--- src/rtl/sched_pkg.sv ---
package sched_pkg;
  typedef enum logic [1:0] {
    CMD_NOP = 2'b00,
    CMD_ACT = 2'b01,
    CMD_RDA = 2'b10
  } cmd_e;

  typedef struct packed {
    logic doAct;
    logic doRead;
  } strobe_t;
endpackage

--- src/rtl/sched_dp.sv ---
module sched_dp
  import sched_pkg::*;
#(
  parameter int NUM_BANKS = 8,
  parameter int ROW_W     = 14,
  parameter int COL_W     = 7,
  parameter int QDEPTH    = 4,
  parameter int TRRD      = 2,
  parameter int BURST_CLK = 2
) (
  input  logic                         clk,
  input  logic                         rst_n,
  input  strobe_t                      strobe,
  input  logic [$clog2(NUM_BANKS)-1:0] reqBank,
  input  logic [ROW_W-1:0]             reqRow,
  input  logic [COL_W-1:0]             reqCol,
  output logic                         headValid,
  output logic [$clog2(NUM_BANKS)-1:0] headBank,
  output logic                         qFull,
  output logic [1:0]                   cmdCode,
  output logic [$clog2(NUM_BANKS)-1:0] cmdBank,
  output logic [((ROW_W > COL_W) ? ROW_W : COL_W)-1:0] cmdAddr
);
  localparam int BANK_W = $clog2(NUM_BANKS);
  localparam int PTR_W  = $clog2(QDEPTH);
  localparam int ADDR_W = (ROW_W > COL_W) ? ROW_W : COL_W;

  // FIFO of activated requests waiting for their READ slot
  logic [BANK_W-1:0] qBank [QDEPTH];
  logic [COL_W-1:0]  qCol  [QDEPTH];
  logic [PTR_W:0]    wrPtr, rdPtr;
  cmd_e              cmdQ;

  assign headValid = (wrPtr != rdPtr);
  assign qFull     = (wrPtr[PTR_W] != rdPtr[PTR_W]) &&
                     (wrPtr[PTR_W-1:0] == rdPtr[PTR_W-1:0]);
  assign headBank  = qBank[rdPtr[PTR_W-1:0]];

  always_ff @(posedge clk) begin
    if (strobe.doAct) begin
      qBank[wrPtr[PTR_W-1:0]] <= reqBank;
      qCol[wrPtr[PTR_W-1:0]]  <= reqCol;
    end
  end

  always_ff @(posedge clk) begin
    if (!rst_n) begin
      wrPtr <= '0;
      rdPtr <= '0;
    end else begin
      if (strobe.doAct)  wrPtr <= wrPtr + 1'b1;
      if (strobe.doRead) rdPtr <= rdPtr + 1'b1;
    end
  end

  // registered command slot
  always_ff @(posedge clk) begin
    if (!rst_n) begin
      cmdQ    <= CMD_NOP;
      cmdBank <= '0;
      cmdAddr <= '0;
    end else if (strobe.doRead) begin
      cmdQ    <= CMD_RDA;
      cmdBank <= headBank;
      cmdAddr <= ADDR_W'(qCol[rdPtr[PTR_W-1:0]]);
    end else if (strobe.doAct) begin
      cmdQ    <= CMD_ACT;
      cmdBank <= reqBank;
      cmdAddr <= ADDR_W'(reqRow);
    end else begin
      cmdQ    <= CMD_NOP;
      cmdBank <= '0;
      cmdAddr <= '0;
    end
  end

  assign cmdCode = cmdQ;

  p_no_overflow_r2: assert property (@(posedge clk) disable iff (!rst_n)
    strobe.doAct |-> !qFull);
  p_no_underflow_r2: assert property (@(posedge clk) disable iff (!rst_n)
    strobe.doRead |-> headValid);

  if (TRRD > 1) begin : g_rrdChk
    p_act_spacing_r3: assert property (@(posedge clk) disable iff (!rst_n)
      (cmdQ == CMD_ACT) |=> (cmdQ != CMD_ACT));
  end
  if (BURST_CLK > 1) begin : g_gapChk
    p_read_spacing_r7: assert property (@(posedge clk) disable iff (!rst_n)
      (cmdQ == CMD_RDA) |=> (cmdQ != CMD_RDA));
  end
endmodule

--- src/rtl/sched_ctl.sv ---
module sched_ctl
  import sched_pkg::*;
#(
  parameter int NUM_BANKS = 8,
  parameter int TRRD      = 2,
  parameter int TFAW      = 10,
  parameter int FAW_ACTS  = 4,
  parameter int TRCD      = 5,
  parameter int TPRE      = 8,
  parameter int BURST_CLK = 2
) (
  input  logic                         clk,
  input  logic                         rst_n,
  input  logic                         reqValid,
  input  logic [$clog2(NUM_BANKS)-1:0] reqBank,
  input  logic                         headValid,
  input  logic [$clog2(NUM_BANKS)-1:0] headBank,
  input  logic                         qFull,
  output logic                         reqReady,
  output strobe_t                      strobe
);
  localparam int BANK_W = $clog2(NUM_BANKS);
  localparam int RCD_W  = $clog2(TRCD + 1);
  localparam int PRE_W  = $clog2(TPRE + 1);
  localparam int RRD_W  = $clog2(TRRD + 1);
  localparam int GAP_W  = $clog2(BURST_CLK + 1);
  localparam int HIST_W = TFAW - 1;

  logic [NUM_BANKS-1:0] bankOpen, bankIdle, rcdDone;
  logic [RRD_W-1:0]     rrdCnt;
  logic [GAP_W-1:0]     gapCnt;
  logic [HIST_W-1:0]    actHist;   // ACT marks of the last TFAW-1 slots
  logic                 readOk, fawOk;

  for (genvar b = 0; b < NUM_BANKS; b++) begin : g_bank
    logic [RCD_W-1:0] rcdCnt;
    logic [PRE_W-1:0] preCnt;
    logic             actHit, rdHit;

    assign actHit = strobe.doAct  && (reqBank  == BANK_W'(b));
    assign rdHit  = strobe.doRead && (headBank == BANK_W'(b));

    always_ff @(posedge clk) begin
      if (!rst_n) begin
        bankOpen[b] <= 1'b0;
        rcdCnt      <= '0;
        preCnt      <= '0;
      end else begin
        if (actHit) begin
          bankOpen[b] <= 1'b1;
          rcdCnt      <= RCD_W'(TRCD - 1);
        end else if (rcdCnt != 0) begin
          rcdCnt <= rcdCnt - 1'b1;
        end
        if (rdHit) begin
          bankOpen[b] <= 1'b0;
          preCnt      <= PRE_W'(TPRE - 1);
        end else if (preCnt != 0) begin
          preCnt <= preCnt - 1'b1;
        end
      end
    end

    assign bankIdle[b] = !bankOpen[b] && (preCnt == 0);
    assign rcdDone[b]  = (rcdCnt == 0);
  end

  always_ff @(posedge clk) begin
    if (!rst_n) begin
      rrdCnt  <= '0;
      gapCnt  <= '0;
      actHist <= '0;
    end else begin
      if (strobe.doAct)     rrdCnt <= RRD_W'(TRRD - 1);
      else if (rrdCnt != 0) rrdCnt <= rrdCnt - 1'b1;
      if (strobe.doRead)    gapCnt <= GAP_W'(BURST_CLK - 1);
      else if (gapCnt != 0) gapCnt <= gapCnt - 1'b1;
      actHist <= {actHist[HIST_W-2:0], strobe.doAct};
    end
  end

  always_comb begin
    fawOk  = ($countones(actHist) < FAW_ACTS);
    readOk = headValid && bankOpen[headBank] && rcdDone[headBank] && (gapCnt == 0);
    reqReady = rst_n && !readOk && !qFull && bankIdle[reqBank] &&
               (rrdCnt == 0) && fawOk;
    strobe.doRead = readOk;
    strobe.doAct  = reqValid && reqReady;
  end

  p_read_open_r5: assert property (@(posedge clk) disable iff (!rst_n)
    strobe.doRead |-> bankOpen[headBank]);
  p_act_closed_r6: assert property (@(posedge clk) disable iff (!rst_n)
    strobe.doAct |-> !bankOpen[reqBank]);
endmodule

--- src/rtl/bank_cmd_sched.sv ---
module bank_cmd_sched
  import sched_pkg::*;
#(
  parameter int NUM_BANKS = 8,
  parameter int ROW_W     = 14,
  parameter int COL_W     = 7,
  parameter int QDEPTH    = 4,
  parameter int TRRD      = 2,
  parameter int TFAW      = 10,
  parameter int FAW_ACTS  = 4,
  parameter int TRCD      = 5,
  parameter int TPRE      = 8,
  parameter int BURST_CLK = 2
) (
  input  logic                         clk,
  input  logic                         rst_n,
  input  logic                         reqValid,
  output logic                         reqReady,
  input  logic [$clog2(NUM_BANKS)-1:0] reqBank,
  input  logic [ROW_W-1:0]             reqRow,
  input  logic [COL_W-1:0]             reqCol,
  output logic [1:0]                   cmdCode,
  output logic [$clog2(NUM_BANKS)-1:0] cmdBank,
  output logic [((ROW_W > COL_W) ? ROW_W : COL_W)-1:0] cmdAddr
);
  localparam int BANK_W = $clog2(NUM_BANKS);

  strobe_t           strobe;
  logic              headValid, qFull;
  logic [BANK_W-1:0] headBank;

  sched_ctl #(
    .NUM_BANKS(NUM_BANKS), .TRRD(TRRD), .TFAW(TFAW), .FAW_ACTS(FAW_ACTS),
    .TRCD(TRCD), .TPRE(TPRE), .BURST_CLK(BURST_CLK)
  ) u_ctl (
    .clk(clk), .rst_n(rst_n), .reqValid(reqValid), .reqBank(reqBank),
    .headValid(headValid), .headBank(headBank), .qFull(qFull),
    .reqReady(reqReady), .strobe(strobe)
  );

  sched_dp #(
    .NUM_BANKS(NUM_BANKS), .ROW_W(ROW_W), .COL_W(COL_W), .QDEPTH(QDEPTH),
    .TRRD(TRRD), .BURST_CLK(BURST_CLK)
  ) u_dp (
    .clk(clk), .rst_n(rst_n), .strobe(strobe), .reqBank(reqBank),
    .reqRow(reqRow), .reqCol(reqCol), .headValid(headValid),
    .headBank(headBank), .qFull(qFull), .cmdCode(cmdCode),
    .cmdBank(cmdBank), .cmdAddr(cmdAddr)
  );
endmodule

--- config.mk ---
export PLATFORM = sky130hd
export DESIGN_NAME = bank_cmd_sched
export DESIGN_NICKNAME = d
export VERILOG_FILES = /design/src/rtl/sched_pkg.sv /design/src/rtl/sched_dp.sv /design/src/rtl/sched_ctl.sv /design/src/rtl/bank_cmd_sched.sv
export SDC_FILE = /design/constraint.sdc
export NUM_CORES = 1
export LEC_CHECK = 0
export ABC_AREA = 0
export BUFFER_PORTS_ARGS = -buffer_cell sky130_fd_sc_hd__buf_2
export CAP_MARGIN = 20
export CORE_AREA = 2 2 104 106
export DETAILED_ROUTE_END_ITERATION = 12
export DIE_AREA = 0 0 106 108
export PLACE_DENSITY_LB_ADDON = 0.05
export SLEW_MARGIN = 20
export SYNTH_ARGS = -nofsm -noshare
export SYNTH_HDL_FRONTEND = slang
export SYNTH_SLANG_ARGS = --single-unit
--- constraint.sdc ---
create_clock -name clk -period 10.6 [get_ports clk]
set_input_delay 1.06 -clock clk [delete_from_list [all_inputs] [get_ports clk]]
set_output_delay 1.06 -clock clk [all_outputs]
set_load 0.05 [all_outputs]
# == Yosys cells after proc, flatten, opt, wreduce, memory -nomap -nowiden ==
# Memories as Yosys holds them, arrays and structs flattened. A register that Yosys moved wholly into a read port is not among the register bits.
# Index checks and enable logic that the tools add are counted.
# classes
add_sub_neg,28
n_lt_le_gt_ge,3
eq_ne,17
mux,54
bitwise,2
reduce_logical,119
# op_table
op,count
$mux W3,34
$add A32 B32 Y32,3
$reduce_bool A2 Y1,20
$reduce_or A2 Y1,18
$logic_and A1 B1 Y1,34
$add A32 B1 Y32,1
$logic_not A4 Y1,8
$lt A32 B4 Y1 const B,1
$reduce_bool A4 Y1,8
$sub A4 B1 Y4 const B,8
$logic_not A3 Y1,10
$eq A3 B3 Y1 const B,8
$reduce_bool A3 Y1,8
$sub A3 B1 Y3 const B,8
$mux W7,2
$eq A3 B2 Y1 const B,4
$logic_not A1 Y1,10
$mux W1,10
$mux W2,5
$bmux W1 S3,3
$add A1 B1 Y2,4
$lt A3 B4 Y1 const B,2
$add A3 B1 Y3 const B,2
$eq A3 B1 Y1 const B,2
7 further kinds,10
# totals
register_bits,102
ram_bits,40
n_memories,2
# memory_table
name,words,word_bits,rd,rd_ports_with_merged_regs,write_ports,line,source
u_dp.qCol,4,7,1,1,1,sched_dp.sv:30,logic [COL_W-1:0] qCol [QDEPTH];
u_dp.qBank,4,3,1,1,1,sched_dp.sv:29,logic [BANK_W-1:0] qBank [QDEPTH];

# == Logic depth before layout (Yosys ltp) ==
# Gate-level depths: netlist (run 1).
# logic_depth
depth_word,14
depth_mapped,14
depth_no_buf,12

# == Modules after synthesis ==
# Synthesis (run 1) repeated with hierarchy kept, for this count alone.
# hier_totals
cells_unflattened,633
area_unflattened_um2,6720.2
# by_module_without_submodules
mod,n_inst,cells_each,area_each_um2,seq_area_each_um2
sched_ctl,1,474,4235.3,1541.5
sched_dp,1,159,2484.9,1741.7

# == Worst setup path before layout (run 1) ==
# OpenSTA, ideal clock, no wires.
# synth_path
kind,register to output
from,reg u_ctl.actHist[6]
to,out reqReady
arrival_time_ns,3.324
required_time_ns,9.540
path_slack_ns,6.216
stages_incl_launch_ff,12
n_path_buf,1
path_cell_list,dfxtp_1 ha_1 fa_1 fa_1 nor2b_1 fa_1 nor2_1 nand2_1 a21o_1 a21oi_1 clkbuf_1 and3_1
# synth_via
elab_chain_cells,6
# synth_lines
element,line,source
from (decl),sched_ctl.sv:32,logic [HIST_W-1:0] actHist;
from (signal assigned),sched_ctl.sv:78,"actHist <= {actHist[HIST_W-2:0], strobe.doAct};"
$add A1 B1 Y2 (not written as such),sched_ctl.sv:83,fawOk = ($countones(actHist) < FAW_ACTS);
$add A32 B32 Y32 (not written as such) (2 in series),sched_ctl.sv:83,
$add A32 B1 Y32 (not written as such),sched_ctl.sv:83,
$lt A32 B4 Y1,sched_ctl.sv:83,
$logic_and A1 B1 Y1,sched_ctl.sv:86,(rrdCnt == 0) && fawOk;
to (decl),bank_cmd_sched.sv:18,"output logic reqReady,"
# No other way between the ends.

# == Final worst setup path (run 1) ==
# Ends and elaborated chain as after synthesis.

==> results.ini, run 1 <==
[status]
outcome = completed

[floorplan]
chipWidth_um = 106
die_h_um = 108
fp.coreArea_um2 = 10230
num_rows = 37
dieArea_um2 = 11450
start_util_pct = 64.35
io_pins = 47

[run]
max_cap_viol_count = 0

[power_and_ir_drop]
power_density_nw_per_um2 = 265.5
peakVddDrop_mv = 0.1761
p_leak_nw = 3.128

[setup_path]
rrSetupSlack_ns = 5.64
reg2regPathDepth = 11
cp_cell_sequence = ha_1 -> fa_1 -> fa_1 -> nor2b_1 -> fa_1 -> nor2_1 -> nand2_1 -> a21o_1 -> a21oi_1 -> and3_1 -> buf_2
criticalPathCategory = flip-flop to output pin
rr_endpoint = u_dp.qCol[0][6]
cpMostUsedCell = fa_1
critPathSlowestCell = a21oi_1
worstReg2RegStart = u_ctl.actHist[6]
cp-start-kind = flip-flop
worstPathArrival_ns = 4.33
cp_data_required_time_ns = 9.54
crit_fanout = 13
critPathMaxStageDelay_ns = 0.72
end_kind = output pin

[route]
first_iter_violations = 285
drt_pre_antenna_iters = 4
routed_via_density = 5.518
routed_wl_um = 12380
detail-route-antenna-nets = 0
num_vias = 4398
wl_per_cell_um = 15.54
drc = 0

[clocking]
cts_buffers = 17
cts-resized-gates = 0
post_cts_buffers = 0
insertion_delay_ns = 0.53
clkTransAtPathRegs_ns = 0.06
htreeDepth = 4
ctsHoldBuffers = 0
clkSinkCount = 144
cts_root_buf = clkbuf_8
clockBufferDepth = 2
cts_tree = yes

[logic_synthesis]
synth_cell_types = 50
syn_nets = 686
synth_area_leaders = dfxtp_1 32%, edfxtp_1 18%, ha_1 9.9%, mux4_2 3.8%, inv_1 3.6%
synth_area_leader_cell = dfxtp_1
syn_area_um2 = 6584
async_reset_ff_share_pct = 0
synth-edff-count = 40
yosysWarnings = 0
synthCells = 603
avgSynthCellArea_um2 = 10.92
ys.flop_type = dfxtp_1
synth_top_area_share_pct = 31.62
seq_area_frac_synth_pct = 49.87
ys_seq_elements = 144

[sta]
clock.fmax_mhz = 185.5
worst_clock_skew_ns = 0.009689
worst_pin_slew_ns = 1.021
holdWs_ns = 0.4657
slew_headroom_pct = 31.71
finalSetupViolations = 0
tns_ns = 0
period_share_pct = 50.86
hold_viol_final = 0
finalMaxSlewViolations = 0
min_period_ns = 5.391
rsz0062_at_grt = no

[min_path]
worstHoldStart = u_ctl.actHist[6]
holdPathStages = 1
hold_path_class = flip-flop to flip-flop
holdPathEnd = u_ctl.actHist[7]

[placed_design]
dp_hpwl_um = 8457
portBuffers = 46
dp.cells = 765
gp_congestion = 0.7425

[global_routing]
antenna_found_initial = 0
grt_overflow_total = 0
grt_usage_pct = 23.22
grt_start_max_net_pins = 53
grt_pass1_vias = 4372
grt_pass1_wl_um = 20390

[layout]
syn_to_final_growth_pct = 13.11
diodes = 0
final_cells = 797
drive_gt1_share_pct = 15.43
fillCellCount = 735
nets = 731
utilization_pct = 72.79

per-stage QoR:
stage | instance area [µm²] | setup WS [ns] | total power [mW]
3_3_place_gp | 6898 | 5.782 | 1.398
3_5_place_dp | 6898 | 5.657 | 1.442
4_1_cts | 7447 | 5.212 | 1.995
6_report | 7447 | 5.209 | 1.977
5_1_grt | 7447 | 4.970 | 2.117
2_1_floorplan | 6584 | 6.216 | 1.303
worst max-delay path by stage:
stage                           startpoint              end  depth (start not counted)  slack [ns]
after CTS                 u_ctl.actHist[6]         reqReady                         11        5.21
after global routing      u_ctl.actHist[6]         reqReady                         11        4.97
after detailed placement  u_ctl.actHist[6]  u_dp.qCol[0][1]                         11        5.66
after floorplan           u_ctl.actHist[6]         reqReady                         11        6.22
final                     u_ctl.actHist[6]         reqReady                         11        5.21
after global placement    u_ctl.actHist[6]  u_dp.qCol[2][1]                         11        5.78
synth_stat cells, drive strengths merged (13+ instances only):
library cell and n:
a21oi 31, and2 20, and3 17, clkbuf 14, dfxtp 104, edfxtp 40
ha 52, inv 65, mux2i 13, nand2 20, nor2 31, nor3 33
o21a 26, xnor2 18
flip-flops by register name (all words and copies together) (netlist names), 3 cells and up, named ones only:
register / cells
u_ctl.actHist: 9
u_dp.rdPtr: 3
u_dp.wrPtr: 3
u_dp.qBank: 12
u_dp.qCol: 28
u_dp.cmdAddr: 14
u_ctl.g_bank.rcdCnt: 24
u_ctl.g_bank.preCnt: 32
u_ctl.bankOpen: 8
u_dp.cmdBank: 3
area by class of cell:
| class | count | area, µm² | share of cell area, % |
|---|---|---|---|
| Tap cell | 136 | 170.2 | 2.285 |
| Timing Repair Buffer | 48 | 245.2 | 3.293 |
| Clock buffer | 20 | 435.4 | 5.847 |
| Inverter | 65 | 244.0 | 3.276 |
| Clock inverter | 12 | 113.9 | 1.529 |
| Multi-Input combinational cell | 372 | 2955 | 39.68 |
| Sequential cell | 144 | 3283 | 44.09 |
worst max-delay path: cells and delay by family (launching register included):
family	cells	cell delay, ns
buf+inv	1	0.27
simple gates	4	0.64
flops	1	0.31
fa+ha+maj	4	1.71
compound gates	2	0.89
cell families after synthesis:
logic type               count (synthesis)  synth area share, %
AO/OA/AOI/OAI                          101                10.64
XOR/XNOR                                27                3.592
adder cells (fa/ha/maj)                 56                11.10
buffers and inverters                   87                5.245
flip-flops                             144                49.87
multiplexers                            24                5.739
AND/OR/NAND/NOR                        164                13.82
metal layers:
layer  global-route usage, %  vias to the layer above  share of wire (%)
li1                        -                     2187                  -
met2                   39.12                       93                 49
met1                   29.48                     2109                 45
met4                   8.553                        0               0.94
met5                       0                        -                  0
met3                   5.425                        9                4.9
report_power, final:
group | total (mW) | leakage [nW] | switching [mW] | internal, mW
logic | 0.687 | 1.66 | 0.379 | 0.308
registers | 0.746 | 1.21 | 0.0695 | 0.676
clock network | 0.544 | 0.258 | 0.226 | 0.318
total | 1.98 | 3.13 | 0.674 | 1.30
cell usage in the layout, fill, tap and decap left out, drive strengths merged, types with 13 or more instances in the layout:
cell / n
a21oi: 31
and2: 20
and3: 17
buf: 48
clkbuf: 20
dfxtp: 104
edfxtp: 40
ha: 52
inv: 67
mux2i: 13
nand2: 20
nor2: 31
nor3: 33
o21a: 26
xnor2: 18
Note: power is estimated with default switching activity, not from simulation.
==> run 2, diff against run 1 <==
Settings changed: CORE_AREA 2 2 104 106 to 2 2 108 110, DIE_AREA 0 0 106 108 to 0 0 110 112.
Clock period 10.6 ns to 5.1 ns, I/O delays scaled along.
==> run 2 against run 1 <==
  * Via count shrank 0.18%
  * Core utilization decreased by 5.3 points
  * First-iteration DRC count increased by 19%
  * Cell count grew 1.1%
  * Wire length up 4.7%
  * Largest power group unchanged
  * Clock skew increased by 0.0069 ns
==> results.ini, run 2 (synthesis results as in run 1) <==
[status]
outcome = completed

[setup_path]
cp_cell_sequence = ha_1 -> fa_1 -> fa_1 -> nor2b_1 -> fa_1 -> nor2_1 -> nand2_1 -> a21o_1 -> a21oi_1 -> buf_4 -> and3_1 -> buf_2
rrSetupSlack_ns = 1.07  ; -4.57 ns
cp_data_required_time_ns = 4.59  ; -4.95 ns
rr_endpoint = u_dp.qBank[1][2]
cp-start-kind = flip-flop
critPathSlowestCell = fa_1
end_kind = output pin
critPathMaxStageDelay_ns = 0.54  ; -0.18 ns
worstPathArrival_ns = 3.74  ; -0.59 ns
cpMostUsedCell = fa_1
worstReg2RegStart = u_ctl.actHist[6]
crit_fanout = 13  ; unchanged
criticalPathCategory = flip-flop to output pin
reg2regPathDepth = 12  ; +1

[floorplan]
io_pins = 47  ; unchanged
dieArea_um2 = 12320  ; +7.6%
fp.coreArea_um2 = 11170  ; +9.2%
chipWidth_um = 110  ; +3.8%
die_h_um = 112  ; +3.7%
start_util_pct = 58.92  ; -5.4 points
num_rows = 39  ; +5.4%

[layout]
drive_gt1_share_pct = 15.54  ; +0.10 points
final_cell_mix = 104 x dfxtp_1, 64 x inv_1, 52 x ha_1
syn_to_final_growth_pct = 14.56
utilization_pct = 67.50  ; -5.3 points
final_cells = 806  ; +1.1%
largest_register = u_ctl.g_bank.preCnt
largest_reg_flops = 32  ; unchanged
diodes = 0  ; unchanged
layout_commonest_cell = dfxtp_1
design_area_um2 = 7542  ; +1.3%
nets = 733  ; +0.27%

[route]
drt_pre_antenna_iters = 4  ; unchanged
drc = 0  ; unchanged
num_vias = 4390  ; -0.18%
routed_wl_um = 12970  ; +4.7%
detail-route-antenna-nets = 0  ; unchanged
wl_per_cell_um = 16.09  ; +3.6%
routed_via_density = 5.447  ; -1.3%
first_iter_violations = 339  ; +19%

[placed_design]
dpl_cell_area_um2 = 6922  ; +0.34%
dp.cells = 774  ; +1.2%
dp_hpwl_um = 9019  ; +6.7%
portBuffers = 46  ; unchanged
gp_congestion = 0.8448  ; +14%

[global_routing]
grt_usage_pct = 23.01  ; -0.21 points
grt_pass1_vias = 4428  ; +1.3%
grt_pass1_wl_um = 21420  ; +5.0%
antenna_found_initial = 0  ; unchanged
grt_overflow_total = 0  ; unchanged
grt_start_max_net_pins = 37  ; -30%

[power_and_ir_drop]
peakVddDrop_mv = 0.3900  ; +120%
p_total_mw = 4.284  ; +120%
intPower_mw = 2.875  ; +120%
switching_share_pct = 32.88  ; -1.2 points
p_sw_mw = 1.409  ; +110%
pwr-share-clk_pct = 30.3  ; +2.8 points
p_leak_nw = 3.178  ; +1.6%
combPwrFrac_pct = 33.5  ; -1.2 points
power_density_nw_per_um2 = 568.0  ; +110%
seqPwrFrac_pct = 36.2  ; -1.5 points

[run]
max_cap_viol_count = 0  ; unchanged

[clocking]
clkSinkCount = 144  ; unchanged
cts_tree = yes
post_cts_buffers = 0  ; unchanged
htreeDepth = 4  ; unchanged
cts-resized-gates = 0  ; unchanged
cts_buffers = 17  ; unchanged
clkTransAtPathRegs_ns = 0.06  ; about the same
clockBufferDepth = 2  ; unchanged
ctsHoldBuffers = 0  ; unchanged
cts_root_buf = clkbuf_16
insertion_delay_ns = 0.43  ; -0.10 ns

[sta]
finalMaxSlewViolations = 0  ; unchanged
period_share_pct = 83.27
finalSetupViolations = 0  ; unchanged
slew_headroom_pct = 27.92  ; -3.8 points
hold_viol_final = 0  ; unchanged
worst_pin_slew_ns = 1.081  ; +0.06055 ns
rsz0062_at_grt = no
clock.fmax_mhz = 235.5
worst_clock_skew_ns = 0.01659  ; +0.006900 ns
tns_ns = 0  ; unchanged
min_period_ns = 4.247

[min_path]
holdPathStages = 2  ; +1
holdPathEnd = u_dp.cmdAddr[8]
hold_path_class = input port to flip-flop
worstHoldStart = reqRow[8]

## run 2: changes by cell type in the layout (fill, tap and decap cells not counted), sizes merged
cell | before | now
clkinv | 5 | 3
clkinvlp | 4 | 2
buf | 48 | 50
inv | 67 | 68
bufinv | 1 | 4
## run 2: power groups by stage
| stage | logic [mW] | clock network (mW) | registers, mW |
|---|---|---|---|
| final | 1.44 | 1.30 | 1.55 |
| after global routing | 1.63 | 1.37 | 1.58 |
| after CTS | 1.45 | 1.32 | 1.55 |
| after detailed placement | 1.43 | 0 | 1.57 |
| after global placement | 1.36 | 0 | 1.56 |
| after floorplan | 1.12 | 0 | 1.59 |
## run 2: metal layers
layer	routed length (µm)	global-route usage, %	up-vias
met1	6107	30.38	2097
met2	6207	36.11	79
li1	-	-	2200
met3	480	7.084	14
met5	0	0	-
met4	173	7.173	0
## run 2: worst max-delay path: cells and delay by family (launching register included)
kind | cells | cell delay, ns
fa+ha+maj | 4 | 1.70
simple gates | 4 | 0.55
buf+inv | 2 | 0.49
flops | 1 | 0.31
compound gates | 2 | 0.27
## run 2: how the worst max path moves through the flow
stage | cells past startpoint | startpoint | endpoint | slack (ns)
after CTS | 12 | u_ctl.actHist[6] | reqReady | 0.83
after detailed placement | 6 | flip-flop | u_dp.qCol[1][6] | 1.06
final | 12 | u_ctl.actHist[6] | reqReady | 0.85
after floorplan | 11 | u_ctl.actHist[6] | reqReady | 1.27
after global placement | 12 | u_ctl.actHist[6] | u_dp.qCol[1][4] | 1.15
after global routing | 6 | flip-flop | reqReady | 0.63
## run 2: area by class of cell
class / instances / area (µm²)
tap: 143 / 178.9
inverter: 65 / 244.0
sequential: 144 / 3283
clock buffer: 20 / 436.7
clock inverter: 12 / 183.9
multi-input combinational: 372 / 2955
fill: 855 / 3632
timing repair buffer: 50 / 260.3
## run 2: metrics by stage
| stage | worst slack (ns) | hold slack (ns) |
|---|---|---|
| after global routing | 0.6276 | 0.2759 |
| after floorplan | 1.266 | 0.4389 |
| after global placement | 1.150 | 0.4463 |
| final | 0.8533 | 0.2940 |
| after CTS | 0.8259 | 0.2762 |
| after detailed placement | 1.064 | 0.4549 |
==> run 3, diff against run 2 <==
Clock period 5.1 ns to 3.95 ns, I/O delays scaled along.
==> run 3 against run 2 <==
  * Cell count is 0.99% higher
  * Largest power group unchanged
  * Core utilization is 0.49 points higher
  * Wire length is 3.0% lower
  * Global-route usage is 0.59 points lower
  * Setup slack worse by 0.70 ns
  * Clock power is 24% higher
  * Largest cell class unchanged
==> results.ini, run 3 (synthesis results as in run 1) <==
[route]
wl_per_cell_um = 15.45  ; -4.0%
drt_pre_antenna_iters = 5  ; +1
first_iter_violations = 318  ; -6.2%
num_vias = 4476  ; +2.0%
routed_wl_um = 12580  ; -3.0%
detail-route-antenna-nets = 0  ; unchanged
routed_via_density = 5.499  ; +0.96%
drc = 0  ; unchanged

[setup_path]
crit_family = adder cells
critPathSlowestCell = fa_1
criticalPathCategory = flip-flop to output pin
end_kind = output pin
rr_endpoint = u_dp.qBank[1][2]
cp-start-kind = flip-flop
reg2regPathDepth = 13  ; +1
crit_fanout = 2  ; -11
critPathBufInv = 1  ; -1
cp_cell_sequence = ha_1 -> fa_1 -> fa_1 -> nor2b_2 -> fa_1 -> nor2_1 -> nand2_1 -> a21o_1 -> a21oi_2 -> and3_4 -> buf_6
worstPathArrival_ns = 3.41  ; -0.33 ns
rrSetupSlack_ns = 0.31  ; -0.76 ns
cp_data_required_time_ns = 3.56  ; -1.03 ns
crit_start = u_ctl.actHist[2]
worstReg2RegStart = u_ctl.actHist[2]
critPathMaxStageDelay_ns = 0.54  ; about the same
cpMostUsedCell = fa_1

[min_path]
holdPathStages = 2  ; unchanged
worstHoldStart = reqRow[7]
hold_path_class = input port to flip-flop
holdPathEnd = u_dp.cmdAddr[7]

[clocking]
clkTransAtPathRegs_ns = 0.06  ; about the same
clockBufferDepth = 2  ; unchanged
htreeDepth = 4  ; unchanged
cts_root_buf = clkbuf_16
ctsHoldBuffers = 0  ; unchanged
clkSinkCount = 144  ; unchanged
cts_tree = yes
cts_buffers = 17  ; unchanged
insertion_delay_ns = 0.42  ; about the same

[sta]
slew_headroom_pct = 47.15  ; +19 points
tns_ns = 0  ; unchanged
rsz0062_at_grt = no
worst_clock_skew_ns = 0.01029  ; -0.006297 ns
setup_slack_ns = 0.1499  ; -0.7034 ns
clock.fmax_mhz = 263.2
finalMaxSlewViolations = 0  ; unchanged
period_share_pct = 96.20
worst_pin_slew_ns = 0.7828  ; -0.2983 ns
min_period_ns = 3.800
finalSetupViolations = 0  ; unchanged
hold_viol_final = 0  ; unchanged

[layout]
largest_register = u_ctl.g_bank.preCnt
fillCellCount = 854  ; -0.12%
layout_commonest_cell = dfxtp_1
syn_to_final_growth_pct = 15.39
diodes = 0  ; unchanged
nets = 741  ; +1.1%
final_cell_mix = 104 x dfxtp_1, 64 x inv_1, 52 x ha_1
drive_gt1_share_pct = 17.14  ; +1.6 points
largest_reg_flops = 32  ; unchanged

[placed_design]
dp_slack_ns = 0.1911  ; -0.8728 ns
gp_congestion = 0.7823  ; -7.4%
portBuffers = 46  ; unchanged
dp_hpwl_um = 8862  ; -1.7%

[floorplan]
start_util_pct = 58.92  ; unchanged
die_h_um = 112  ; unchanged
fp.coreArea_um2 = 11170  ; unchanged
io_pins = 47  ; unchanged
num_rows = 39  ; unchanged
dieArea_um2 = 12320  ; unchanged
chipWidth_um = 110  ; unchanged

[power_and_ir_drop]
power_density_nw_per_um2 = 722.3  ; +27%
p_leak_nw = 3.207  ; +0.91%
peakVddDrop_mv = 0.4265  ; +9.4%

[global_routing]
grt_pass1_wl_um = 21090  ; -1.5%
grt_pass1_vias = 4444  ; +0.36%
grt_usage_pct = 22.42  ; -0.59 points
grt_overflow_total = 0  ; unchanged
antenna_found_initial = 0  ; unchanged
grt_start_max_net_pins = 37  ; unchanged

[status]
outcome = completed

[run]
max_cap_viol_count = 0  ; unchanged

==> run 3: cell types whose count changed in the layout (fill, tap and decap cells not counted), sizes merged <==
cell,delta
buf,+8
bufinv,-1
clkinv,+1
==> run 3: per-stage QoR <==
stage	util, %	instance area [µm²]	power [mW]	cells	hold slack (ns)
6_report	67.99	7597	5.488	814	0.1795
5_1_grt	67.99	7597	5.852	814	0.1716
4_1_cts	67.97	7595	5.533	814	0.1567
3_5_place_dp	62.41	6974	3.884	781	0.4589
3_3_place_gp	62.41	6974	3.765	781	0.4447
2_1_floorplan	-	6584	3.496	603	0.4389
==> run 3: power breakdown <==
| part | internal, mW | switching, mW | leakage [nW] |
|---|---|---|---|
| Sequential | 1.81 | 0.183 | 1.21 |
| Combinational | 0.860 | 1.02 | 1.71 |
| Clock | 0.998 | 0.614 | 0.285 |
| Total | 3.67 | 1.82 | 3.21 |
==> run 3: how the worst max path moves through the flow <==
stage / to / slack (ns) / cells past startpoint
CTS: reqReady / 0.06 / 11
floorplan: u_dp.qBank[0][0] / 0.23 / 13
finish: reqReady / 0.15 / 11
global route: reqReady / 0.005 / 11
global placement: u_dp.qCol[2][5] / 0.29 / 12
detailed placement: u_dp.qCol[1][6] / 0.19 / 12
==> run 3: cell type report <==
cell class | count | area, µm² | share of cell area (%)
inverter | 65 | 244.0 | 3.211
sequential | 144 | 3283 | 43.21
timing repair buffer | 58 | 326.6 | 4.298
multi-input combinational | 372 | 2969 | 39.08
clock buffer | 20 | 436.7 | 5.748
tap | 143 | 178.9 | 2.355
clock inverter | 12 | 158.9 | 2.092
==> run 3: layer usage <==
metal	vias to the layer above	track usage [%]	routed length (µm)
met5	-	0	0
met3	11	6.206	467
met1	2165	30.11	5938
li1	2222	-	-
met4	0	6.414	135
met2	78	35.42	6036
==> run 3: what timing repair did <==
item	4_1_cts	5_1_grt
resized for setup	5	1
hold endpoints to repair	0	0
setup buffers	1	0
endpoints found under the setup margin	1	1
pin swaps	0	2
